**src/rtl/chctl_pkg.sv**
```systemverilog
package chctl_pkg;

  localparam int FIELD_W = 8;

  typedef enum logic [FIELD_W-1:0] {
    CMD_DISABLE = 8'd0,
    CMD_ENABLE  = 8'd1,
    CMD_SUSPEND = 8'd2,
    CMD_RESET   = 8'd9
  } cmd_e;

  typedef enum logic [2:0] {
    ST_DISABLED  = 3'd0,
    ST_ENABLED   = 3'd1,
    ST_RUNNING   = 3'd2,
    ST_SUSPENDED = 3'd3,
    ST_STOPPED   = 3'd4
  } state_e;

  function automatic logic cmd_known(input logic [FIELD_W-1:0] code);
    return (code == CMD_DISABLE) || (code == CMD_ENABLE) ||
           (code == CMD_SUSPEND) || (code == CMD_RESET);
  endfunction

endpackage

```
**src/rtl/chctl_cmd_decode.sv**
```systemverilog
module chctl_cmd_decode
  import chctl_pkg::*;
#(
  parameter int DATA_W  = 32,
  parameter int CMD_LSB = 16
) (
  input  logic              wr,
  input  logic [DATA_W-1:0] wdata,
  output logic              accept,
  output cmd_e              cmd
);

  logic [FIELD_W-1:0] field;

  always_comb begin
    field  = wdata[CMD_LSB +: FIELD_W];
    accept = wr && cmd_known(field);
    cmd    = cmd_e'(field);
  end

endmodule

```
**src/rtl/chctl_settle_timer.sv**
```systemverilog
module chctl_settle_timer #(
  parameter int SETTLE_CYC = 4
) (
  input  logic clk,
  input  logic rst_n,
  input  logic load,
  input  logic run,
  output logic expired
);

  localparam int CNT_W = (SETTLE_CYC > 1) ? $clog2(SETTLE_CYC) : 1;
  localparam logic [CNT_W-1:0] LOAD_VAL = CNT_W'(SETTLE_CYC - 1);

  logic [CNT_W-1:0] cnt_q;
  logic [CNT_W-1:0] cnt_d;
  logic             cnt_en;

  always_comb begin
    cnt_en = 1'b0;
    cnt_d  = cnt_q;
    if (load) begin
      cnt_en = 1'b1;
      cnt_d  = LOAD_VAL;
    end else if (run && (cnt_q != '0)) begin
      cnt_en = 1'b1;
      cnt_d  = cnt_q - 1'b1;
    end
  end

  always_ff @(posedge clk or negedge rst_n) begin
    if (!rst_n) begin
      cnt_q <= '0;
    end else if (cnt_en) begin
      cnt_q <= cnt_d;
    end
  end

  assign expired = (cnt_q == '0);

endmodule

```
**src/rtl/chctl_state_core.sv**
```systemverilog
module chctl_state_core
  import chctl_pkg::*;
(
  input  logic   clk,
  input  logic   rst_n,
  input  logic   accept,
  input  cmd_e   cmd_in,
  input  logic   expired,
  input  logic   work_pend,
  input  logic   xfer_inflight,
  output state_e state,
  output cmd_e   cmd_last,
  output logic   pending
);

  state_e st_q, st_d;
  cmd_e   cmd_q, cmd_d;
  logic   pend_q, pend_d;

  always_comb begin
    st_d   = st_q;
    cmd_d  = cmd_q;
    pend_d = pend_q;
    if (accept) begin
      cmd_d  = cmd_in;
      pend_d = 1'b1;
    end else if (pend_q && expired) begin
      unique case (cmd_q)
        CMD_RESET: begin
          st_d   = ST_DISABLED;
          pend_d = 1'b0;
        end
        CMD_DISABLE: begin
          if (xfer_inflight) begin
            st_d = ST_STOPPED;
          end else begin
            st_d   = ST_DISABLED;
            pend_d = 1'b0;
          end
        end
        CMD_SUSPEND: begin
          if (!xfer_inflight) begin
            st_d   = ST_SUSPENDED;
            pend_d = 1'b0;
          end
        end
        CMD_ENABLE: begin
          st_d   = work_pend ? ST_RUNNING : ST_ENABLED;
          pend_d = 1'b0;
        end
        default: pend_d = 1'b0;
      endcase
    end else if (!pend_q) begin
      if ((st_q == ST_ENABLED) && work_pend) begin
        st_d = ST_RUNNING;
      end else if ((st_q == ST_RUNNING) && !work_pend) begin
        st_d = ST_ENABLED;
      end
    end
  end

  always_ff @(posedge clk or negedge rst_n) begin
    if (!rst_n) begin
      st_q   <= ST_DISABLED;
      cmd_q  <= CMD_DISABLE;
      pend_q <= 1'b0;
    end else begin
      st_q   <= st_d;
      cmd_q  <= cmd_d;
      pend_q <= pend_d;
    end
  end

  assign state    = st_q;
  assign cmd_last = cmd_q;
  assign pending  = pend_q;

endmodule

```
**src/rtl/dma_chan_ctrl.sv**
```systemverilog
module dma_chan_ctrl
  import chctl_pkg::*;
#(
  parameter int DATA_W     = 32,
  parameter int CMD_LSB    = 16,
  parameter int ST_LSB     = 8,
  parameter int SETTLE_CYC = 4
) (
  input  logic              clk,
  input  logic              rst_n,
  input  logic              reg_wr,
  input  logic [DATA_W-1:0] reg_wdata,
  output logic [DATA_W-1:0] reg_rdata,
  input  logic              work_pend,
  input  logic              xfer_inflight,
  output logic              chan_usable,
  output logic              fetch_ok
);

  logic   accept;
  cmd_e   cmd_dec;
  logic   expired;
  state_e state;
  cmd_e   cmd_last;
  logic   pending;

  chctl_cmd_decode #(
    .DATA_W (DATA_W),
    .CMD_LSB(CMD_LSB)
  ) u_dec (
    .wr    (reg_wr),
    .wdata (reg_wdata),
    .accept(accept),
    .cmd   (cmd_dec)
  );

  chctl_settle_timer #(
    .SETTLE_CYC(SETTLE_CYC)
  ) u_tmr (
    .clk    (clk),
    .rst_n  (rst_n),
    .load   (accept),
    .run    (pending),
    .expired(expired)
  );

  chctl_state_core u_core (
    .clk          (clk),
    .rst_n        (rst_n),
    .accept       (accept),
    .cmd_in       (cmd_dec),
    .expired      (expired),
    .work_pend    (work_pend),
    .xfer_inflight(xfer_inflight),
    .state        (state),
    .cmd_last     (cmd_last),
    .pending      (pending)
  );

  always_comb begin
    reg_rdata                      = '0;
    reg_rdata[CMD_LSB +: FIELD_W]  = cmd_last;
    reg_rdata[ST_LSB +: FIELD_W]   = FIELD_W'(state);
  end

  assign chan_usable = (state == ST_ENABLED) || (state == ST_RUNNING);
  assign fetch_ok    = (state == ST_RUNNING) && !pending;

endmodule

```
**config.mk**
```make
export PLATFORM = sky130hd
export DESIGN_NAME = dma_chan_ctrl
export DESIGN_NICKNAME = d
export VERILOG_FILES = /design/src/rtl/chctl_pkg.sv /design/src/rtl/chctl_cmd_decode.sv /design/src/rtl/chctl_settle_timer.sv /design/src/rtl/chctl_state_core.sv /design/src/rtl/dma_chan_ctrl.sv
export SDC_FILE = /design/constraint.sdc
export NUM_CORES = 1
export LEC_CHECK = 0
export BUFFER_PORTS_ARGS = -buffer_cell sky130_fd_sc_hd__buf_2
export CELL_PAD_IN_SITES_DETAIL_PLACEMENT = 0
export CELL_PAD_IN_SITES_GLOBAL_PLACEMENT = 1
export CORE_MARGIN = 2
export CORE_UTILIZATION = 26
export CTS_BUF_LIST = sky130_fd_sc_hd__clkbuf_8 sky130_fd_sc_hd__clkbuf_16
export CTS_CLUSTER_SIZE = 8
export DETAILED_ROUTE_END_ITERATION = 7
export PLACE_DENSITY = 0.74
export SETUP_SLACK_MARGIN = 0.05
export SKIP_LAST_GASP = 1
export SYNTH_ARGS = -nofsm -noshare
export SYNTH_HDL_FRONTEND = slang
export SYNTH_SLANG_ARGS = --single-unit
```
**constraint.sdc**
```tcl
create_clock -name clk -period 2.5 [get_ports clk]
set_input_delay 0 -clock clk [delete_from_list [all_inputs] [get_ports clk]]
set_output_delay 0 -clock clk [all_outputs]
set_load 0.02 [all_outputs]
```
* Word-level counts from Yosys, hierarchy flattened
Index checks and enable logic that the tools add are counted.
W data, S select, Z words.
** Storage, ports and cells
- Bits in writable memories :: 0
- Logic and storage cells :: 57
- Flip-flop bits (word level) :: 14
- Memories kept :: 0
- Bits in read-only memories :: 0
- Input port bits :: 37
- Bits in latches :: 0
- Output and inout bits :: 34
** Operators by class
- Add/subtract/negate cells :: 1
- Multipliers :: 0
- Order comparisons :: 0
- Bitwise operators :: 1
- Equality and inequality tests :: 12
- Divide/modulo/power cells :: 0
- Shift operators :: 0
- Reductions and logical operators :: 23
- Mux-type cells :: 16
** Operators with widths (count)
- $mux W3 :: 6
- $eq A8 B1 Y1 const B :: 2
- $eq A8 B2 Y1 const B :: 2
- $eq A8 B4 Y1 const B :: 2
- $logic_not A8 Y1 :: 2
- $pmux W3 S4 :: 1
- $logic_and A1 B1 Y1 :: 6
- $mux W1 :: 6
- $mux W2 :: 3
- $reduce_bool A2 Y1 :: 3
- $ne A5 B5 Y1 const B :: 1
- $reduce_and A5 Y1 :: 1
- $logic_or A1 B1 Y1 :: 4
- $reduce_and A2 Y1 :: 2
- $eq A3 B1 Y1 const B :: 1
- $eq A3 B2 Y1 const B :: 1
- $ne A3 B2 Y1 const B :: 1
- $ne A3 B3 Y1 const B :: 1
- $reduce_bool A3 Y1 :: 1
- $logic_not A1 Y1 :: 2
- $logic_not A2 Y1 :: 1
- $ne A2 B2 Y1 const B :: 1
- $reduce_or A2 Y1 :: 1
- $sub A2 B1 Y2 const B :: 1
- $not A1 Y1 :: 1

* Longest topological paths before layout
Gate-level depths: netlist of run 1.
- Depth after elaboration :: 7
- Mapped depth :: 7
- Depth with buffers taken out :: 7

* Hierarchy
From an unflattened synthesis of run 1, not the netlist that was laid out.
** Second synthesis, totals
- Cells, all modules :: 98
- Area, all modules :: 1021.0 µm²
** By module, submodules not included
- chctl_state_core :: instances 1, cells each 50, area each 621.8 µm²
- dma_chan_ctrl :: instances 1, cells each 25, area each 188.9 µm²
- chctl_settle_timer :: instances 1, cells each 12, area each 123.9 µm²
- chctl_cmd_decode :: instances 1, cells each 11, area each 86.3 µm²

* Worst setup path after synthesis of run 1
No wires, ideal clock.
- Path type :: register -> register
- Start :: register u_core.cmd_q[5], in the netlist u_core.cmd_last[5]
- End :: register u_core.st_q[0], in the netlist u_core.state[0]
- Data required time :: 2.372 ns
- Path slack :: 0.467 ns
- Library setup time :: 0.128 ns
- Arrival :: 1.906 ns
- Cell stages (with the launch flop) :: 6
- Path buffers :: 0
- Cells stage by stage :: dfrtp_1 or4_4 nor4_2 o211ai_1 a31oi_1 mux2_1
** On the way
- Cells in the longest elaborated chain, start to end :: 3
** RTL lines
- start, declared :: line chctl_state_core.sv:17 : cmd_e cmd_q, cmd_d;
- start signal, assigned :: line chctl_state_core.sv:69 : cmd_q <= cmd_d;
- $eq A8 B4 Y1 (tied with other cells) :: line chctl_state_core.sv:28 : unique case (cmd_q)
- $ne A5 B5 Y1 (no source line) (tied with other cells)
- $reduce_and A5 Y1 (no source line) or $mux W3 (tied branches)
- end signal, assigned :: line chctl_state_core.sv:68 : st_q <= st_d;
- end, declared :: line chctl_state_core.sv:16 : state_e st_q, st_d;
Parallel ways exist; a longest one is shown, timed or not.
A chain may end at the register's enable or synchronous reset.

* Final worst setup path of run 1
Same ends and word-level chain as after synthesis.

==> impl_results.md, run 1 <==
- DRT Pass-1 Iters: 4
- Status: completed
- Routability congestion estimate from global placement: ~0.78
- Pwr/cell area: 789 mW/mm²
- Library cells used by synthesis: 35
- Max Clk Rate: approximately 480 MHz
- Initial Utilization: between 20% and 30%
- Overall Power: about 0.83 mW
- Synth-to-layout area growth: 17.4%
- Layout net count: between 150 and 200
- Cts repair resizes: 0
- Ratio of cells with drive above 1 in the final layout: between 30 and 40%
- Die ar.: just under 0.004 mm²
- Max rail drop VDD: 0.276 mV
- WP data required: 2.62 ns
- Clock Latency Late Sink: ~0.24 ns
- Largest net degree at the start of global routing: 15
- All-Layer GR Usage: 7.75%
- Die Ht: between 60 and 70 µm
- Final setup viols: 0
- Crit path largest cell delay: 0.56 ns
- Cell area after placement: 995 µm²
- Setup TNS: 0 ns
- Synth Flop Type: dfrtp_1
- Vias/cell: roughly 4.0
- Finished Cell Area: about 0.0010 mm²
- Via Count: 656
- Row count: 21
- Core area: ~0.0033 mm²
- Minimum clock period: 2.07 ns
- Final Hold Fails: 0
- Post-Syn Area: ~890 µm²
- Clock Skew: roughly 0.00066 ns
- FF+latch count, synth: 14
- Post-synthesis sequential area ratio: roughly 39%
- Initial DRC count: 8
- Hold buffers post-CTS: 1
- Buffers on Ports: 25
- Hpwl dp: roughly 1300 µm
- Setup Fix Bufs, Post-CTS: 0
- Drt wl/cell: roughly 9.6 µm
- Arrival @ worst endpoint: about 2.2 ns
- Bufs on Longest Clock Path: 2
- Initial antenna violation count: 0
- Diodes inserted: 0
- Num CTS Buffers: 3
- Max-cap violations: 0
- Synthesized instance count: 90
- Max Slew Vio Count: 0
- Overflow after GRT: 0
- Worst Setup End Kind: flop
- Pleak: between 0.5 and 0.6 nW
- CTS tree: yes
- Worst-path clk slew: approximately 0.05 ns
- CP Buf/Inv Count: 0
- Final Cycle Share: between 80 and 90%
- DRT antenna net count: 0
- Yosys warnings: 0
- Crit path max-delay family: simple AND/OR/NAND/NOR gates
- Post-route DRC: 0
- Worst Hold Class: input port to flop
- Post-synth ARST share: 100%
- Unrepaired setup endpoints after global routing: false
- Crit path max fanout: 3
- CTS H-tree depth: 1
- CP cell instances: or4_4 > nor4_2 > o211ai_1 > a31oi_1 > mux2_1
- I/O pin count: 71
- Clock net sink count: 14
- WS Path Type: flop to flop
- Post-Syn Area per Cell: between 9 and 10 µm²
- Die span in x: 62.5 µm
- Detailed Route WL: about 1600 µm
- Root Buffer: clkbuf_8
- Vias in the first global route: approximately 530
- Post-synth EDFFs: 0
- First-pass GRT wire length: 2460 µm
- Crit-path slowest cell: or4_4
- Startpoint Class: flop
==> synth_stat cells, types with 2 or more instances <==
cell type	n	area (µm²)
mux2_2	4	45.0
o211ai_1	2	15.0
a21oi_1	2	10.0
mux2_1	2	22.5
nor2b_1	2	12.5
nand2_1	5	18.8
nor2_1	4	15.0
and2_1	4	25.0
xnor2_1	2	17.5
o21ai_0	3	15.0
dfrtp_1	14	350
inv_1	3	11.3
buf_4	21	158
==> metrics by stage <==
stage / setup WS [ns] / util (%) / hold slack [ns] / instances
final: 0.425 / 31.6 / 0.00978 / 164
after floorplan: 0.467 / - / -0.296 / 110
after global placement: 0.461 / 30.0 / -0.0928 / 160
after CTS: 0.394 / 31.6 / 0.00383 / 164
after detailed placement: 0.430 / 30.0 / -0.0850 / 160
after global routing: 0.315 / 31.6 / 0.00517 / 164
==> logic make-up after synthesis <==
group | share of synthesized area, %
multiplexers | 8.71
AND/OR/NAND/NOR | 20.5
XOR/XNOR | 1.97
AO/OA/AOI/OAI | 8.29
buffers and inverters | 19.4
flip-flops | 39.3
other | 0.421
adder cells (fa/ha/maj) | 1.40
==> final timing paths <==
check / start / to / slack, ns / cells after the start
worst min-delay path: reg_wdata[19] / u_core.cmd_last[3]$_DFFE_PN0P_ / 0.01 / 2
min in group asynchronous: rst_n / u_core.cmd_last[3]$_DFFE_PN0P_ / 0.18 / 2
max in group asynchronous: rst_n / u_tmr.cnt_q[0]$_DFFE_PN0P_ / 2.08 / 2
worst min register to register: u_tmr.cnt_q[1]$_DFFE_PN0P_ / u_tmr.cnt_q[1]$_DFFE_PN0P_ / 0.50 / 2
worst max-delay path: u_core.cmd_last[5]$_DFFE_PN0P_ / u_core.state[0]$_DFFE_PN0P_ / 0.43 / 5
worst max register to register: u_core.cmd_last[5]$_DFFE_PN0P_ / u_core.state[0]$_DFFE_PN0P_ / 0.43 / 5
==> metal layers <==
metal	part of all wire, %	up-vias	routed length [µm]	track usage [%]
met5	0	-	0	0
met4	0	0	0	2.50
met3	10	0	159	2.34
met2	41	39	653	10.6
met1	48	289	764	11.5
li1	-	328	-	-
==> registers in the layout (all words and copies together), names as in the netlist <==
register         cells
u_core.pending       1
u_core.state         3
u_tmr.cnt_q          2
u_core.cmd_last      8
==> layout by cell type, fill, tap and decap left out, drive strengths merged <==
cell type,instances
a31oi,1
buf,26
o211ai,2
nand4b,1
nor2b,2
dfrtp,14
or3b,1
mux2i,1
nand4,1
a221oi,1
nor2,4
inv,3
ha,1
or3,1
nand2b,1
a21oi,2
mux2,6
o22a,1
or4b,1
or2,1
and2,5
a32o,1
or4,1
conb,21
nor4,2
xnor2,2
o21ai,3
clkbuf,3
dlygate4sd3,1
nor4b,1
nand2,5
nand3b,1
nor3,1
==> where the power goes <==
part	switching [mW]	total [mW]	leakage (nW)	internal, mW
clock	0.0725	0.179	0.0216	0.106
sequential	0.0521	0.325	0.182	0.273
combinational	0.186	0.322	0.340	0.135
==> layout make-up <==
class	instances	area [µm²]
Fill cell	362	2260
Multi-Input combinational cell	71	443
Sequential cell	14	350
Timing Repair Buffer	27	143
Tap cell	46	57.6
Clock buffer	3	41.3
Inverter	3	11.3
(Power assumes the default switching activity.)
==> inputs of run 2 (changes only) <==
clock period = 2 ns   (was 2.5 ns; I/O delays follow)
==> run 2 against run 1 <==
  * First-iteration DRC count increased by 50%
  * Setup slack worse by 0.33 ns
  * Register-to-register slack worse by 0.33 ns
==> impl_results.md, run 2 (synthesized netlist as in run 1, its figures left out) <==
- Pwr/cell area: 1010 mW/mm² (+28%)
- Unrepaired setup endpoints after global routing: true
- Clock net sink count: 14 (unchanged)
- Worst path depth: 5 (unchanged)
- Arrival @ worst endpoint: 2.09 ns (-0.11 ns)
- Die ar.: 0.00391 mm² (unchanged)
- Startpoint Class: flop
- Flop2flop setup slack: 0.09 ns (-0.33 ns)
- Pleak: 0.572 nW (+5.2%)
- Largest net degree at the start of global routing: 15 (unchanged)
- DRT Pass-1 Iters: 2 (-2)
- Clock Latency Late Sink: 0.24 ns (about the same)
- First-pass GRT wire length: 2880 µm (+17%)
- Final core occ: 34.2% (+2.6 points)
- Root Buffer: clkbuf_8
- Area occupied by multi-input gates: 475 µm² (+7.3%)
- Clock Skew: 0.00467 ns (+0.00401 ns)
- All-Layer GR Usage: 9.30% (+1.6 points)
- Bufs on Longest Clock Path: 2 (unchanged)
- Worst hold slack: 0.00505 ns (-0.00473 ns)
- WS Path Type: flop to flop
- Reg area: 355 µm² (+1.4%)
- Cell count of the worst reg-to-reg path: 5 (unchanged)
- Filler Cell Count: 355 (-1.9%)
- Vias in the first global route: 660 (+25%)
- Detailed Route WL: 1780 µm (+13%)
- Status: completed
- Max FFs per register: 8 (unchanged)
- Core area: 0.00331 mm² (unchanged)
- Row count: 21 (unchanged)
- Vias/cell: 4.15 (+3.8%)
- Initial Utilization: 26.9% (unchanged)
- Worst Hold Class: input port to flop
- Diodes inserted: 0 (unchanged)
- Finished Cell Area: 0.00113 mm² (+8.1%)
- WP data required: 2.18 ns (-0.44 ns)
- Drt wl/cell: 10.5 µm (+9.1%)
- Max Slew Vio Count: 0 (unchanged)
- Initial DRC count: 12 (+4)
- Hpwl dp: 1370 µm (+8.9%)
- Overall Power: 1.14 mW (+39%)
- Crit path largest cell delay: 0.54 ns (-0.02 ns)
- Hold depth: 2 (unchanged)
- Via Count: 706 (+7.6%)
- Initial antenna violation count: 0 (unchanged)
- Ratio of cells with drive above 1 in the final layout: 40.3% (+9.8 points)
- Most frequent cells in the layout: buf_2 (25), conb_1 (21), dfrtp_1 (10)
- Final setup viols: 0 (unchanged)
- I/O pin count: 71 (unchanged)
- Crit-path slowest cell: or4_4
- Buffers on Ports: 25 (unchanged)
- Num CTS Buffers: 3 (unchanged)
- CTS H-tree depth: 1 (unchanged)
- Max Clk Rate: 524 MHz (+8.7%)
- Post-route DRC: 0 (unchanged)
- Max-cap violations: 0 (unchanged)
- Synth-to-layout area growth: 27.0%
- DRT antenna net count: 0 (unchanged)
- Commonest non-fill, non-tap cell in the layout: buf_2
- Minimum clock period: 1.91 ns (-0.166 ns)
- Final Hold Fails: 0 (unchanged)
- Overflow after GRT: 0 (unchanged)
- Die span in x: 62.5 µm (unchanged)
- Final Cycle Share: 95.4% (+12 points)
- Worst-path clk slew: 0.06 ns (about the same)
- Setup TNS: 0 ns (unchanged)
- Routability congestion estimate from global placement: 0.725 (-6.9%)
- Layout net count: 164 (+3.8%)
- Max rail drop VDD: 0.411 mV (+49%)
- CP cell instances: or4_4 > or2_1 > or3_1 > o21ai_0 > mux2_1
- CTS tree: yes
- Die Ht: 62.5 µm (unchanged)
- Cell area after placement: 0.00102 mm² (+2.8%)
- CP Buf/Inv Count: 0 (unchanged)
- Worst Setup End Kind: flop
- Crit path max-delay family: simple AND/OR/NAND/NOR gates
- Crit path max fanout: 3 (unchanged)
run 2: changes by cell type in the layout (fill, tap and decap cells not counted), sizes merged:
cell         change
buf              +5
dlygate4sd3      +1
run 2: metrics by stage:
step	cells	setup WS, ns
after floorplan	110	0.0619
after global placement	163	0.00578
after detailed placement	163	-0.0288
after CTS	171	0.0358
after global routing	170	-0.00243
final	170	0.0915
run 2: cell type report:
cell class	count	area share (%)
Sequential cell	14	31.4
Clock buffer	3	3.65
Multi-Input combinational cell	71	42.0
Timing Repair Buffer	33	16.8
Tap cell	46	5.09
Inverter	3	0.996
run 2: repair_timing:
item / 4_1_cts / 5_1_grt
setup endpoints to repair: 2 / 3
gates cloned: 0 / 0
endpoints found under the hold margin: 15 / 0
buffers inserted: 3 / 0
hold buffers: 2 / 0
resized for setup: 1 / 6
pin swaps: 0 / 1
run 2: worst reg2reg max path: stages, from the launching register on:
cell and delay (ns):
dfrtp_2 0.40, or4_4 0.54, or2_1 0.26, or3_1 0.34, o21ai_0 0.16, mux2_1 0.14
run 2: report_power, final:
| part | switching, mW | internal [mW] | total (mW) |
|---|---|---|---|
| Combinational | 0.281 | 0.234 | 0.515 |
| Clock | 0.0963 | 0.133 | 0.230 |
| Sequential | 0.0566 | 0.343 | 0.400 |
run 2: path summary, 6_finish.rpt:
path | start | end
worst max-delay path | u_core.cmd_last[6]$_DFFE_PN0P_ | u_core.state[0]$_DFFE_PN0P_
worst min-delay path | reg_wdata[17] | u_core.cmd_last[1]$_DFFE_PN0P_
worst max register to register | u_core.cmd_last[6]$_DFFE_PN0P_ | u_core.state[0]$_DFFE_PN0P_
worst min register to register | u_tmr.cnt_q[1]$_DFFE_PN0P_ | u_tmr.cnt_q[1]$_DFFE_PN0P_
max in group asynchronous | rst_n | u_core.cmd_last[6]$_DFFE_PN0P_
min in group asynchronous | rst_n | u_core.cmd_last[3]$_DFFE_PN0P_
run 2: per-layer routing:
metal	global-route usage (%)	routed length, µm	part of all wire (%)
met1	12.4	838	47
met2	13.6	761	43
met3	3.06	166	9.3
met4	4.17	16	0.90
met5	0	0	0
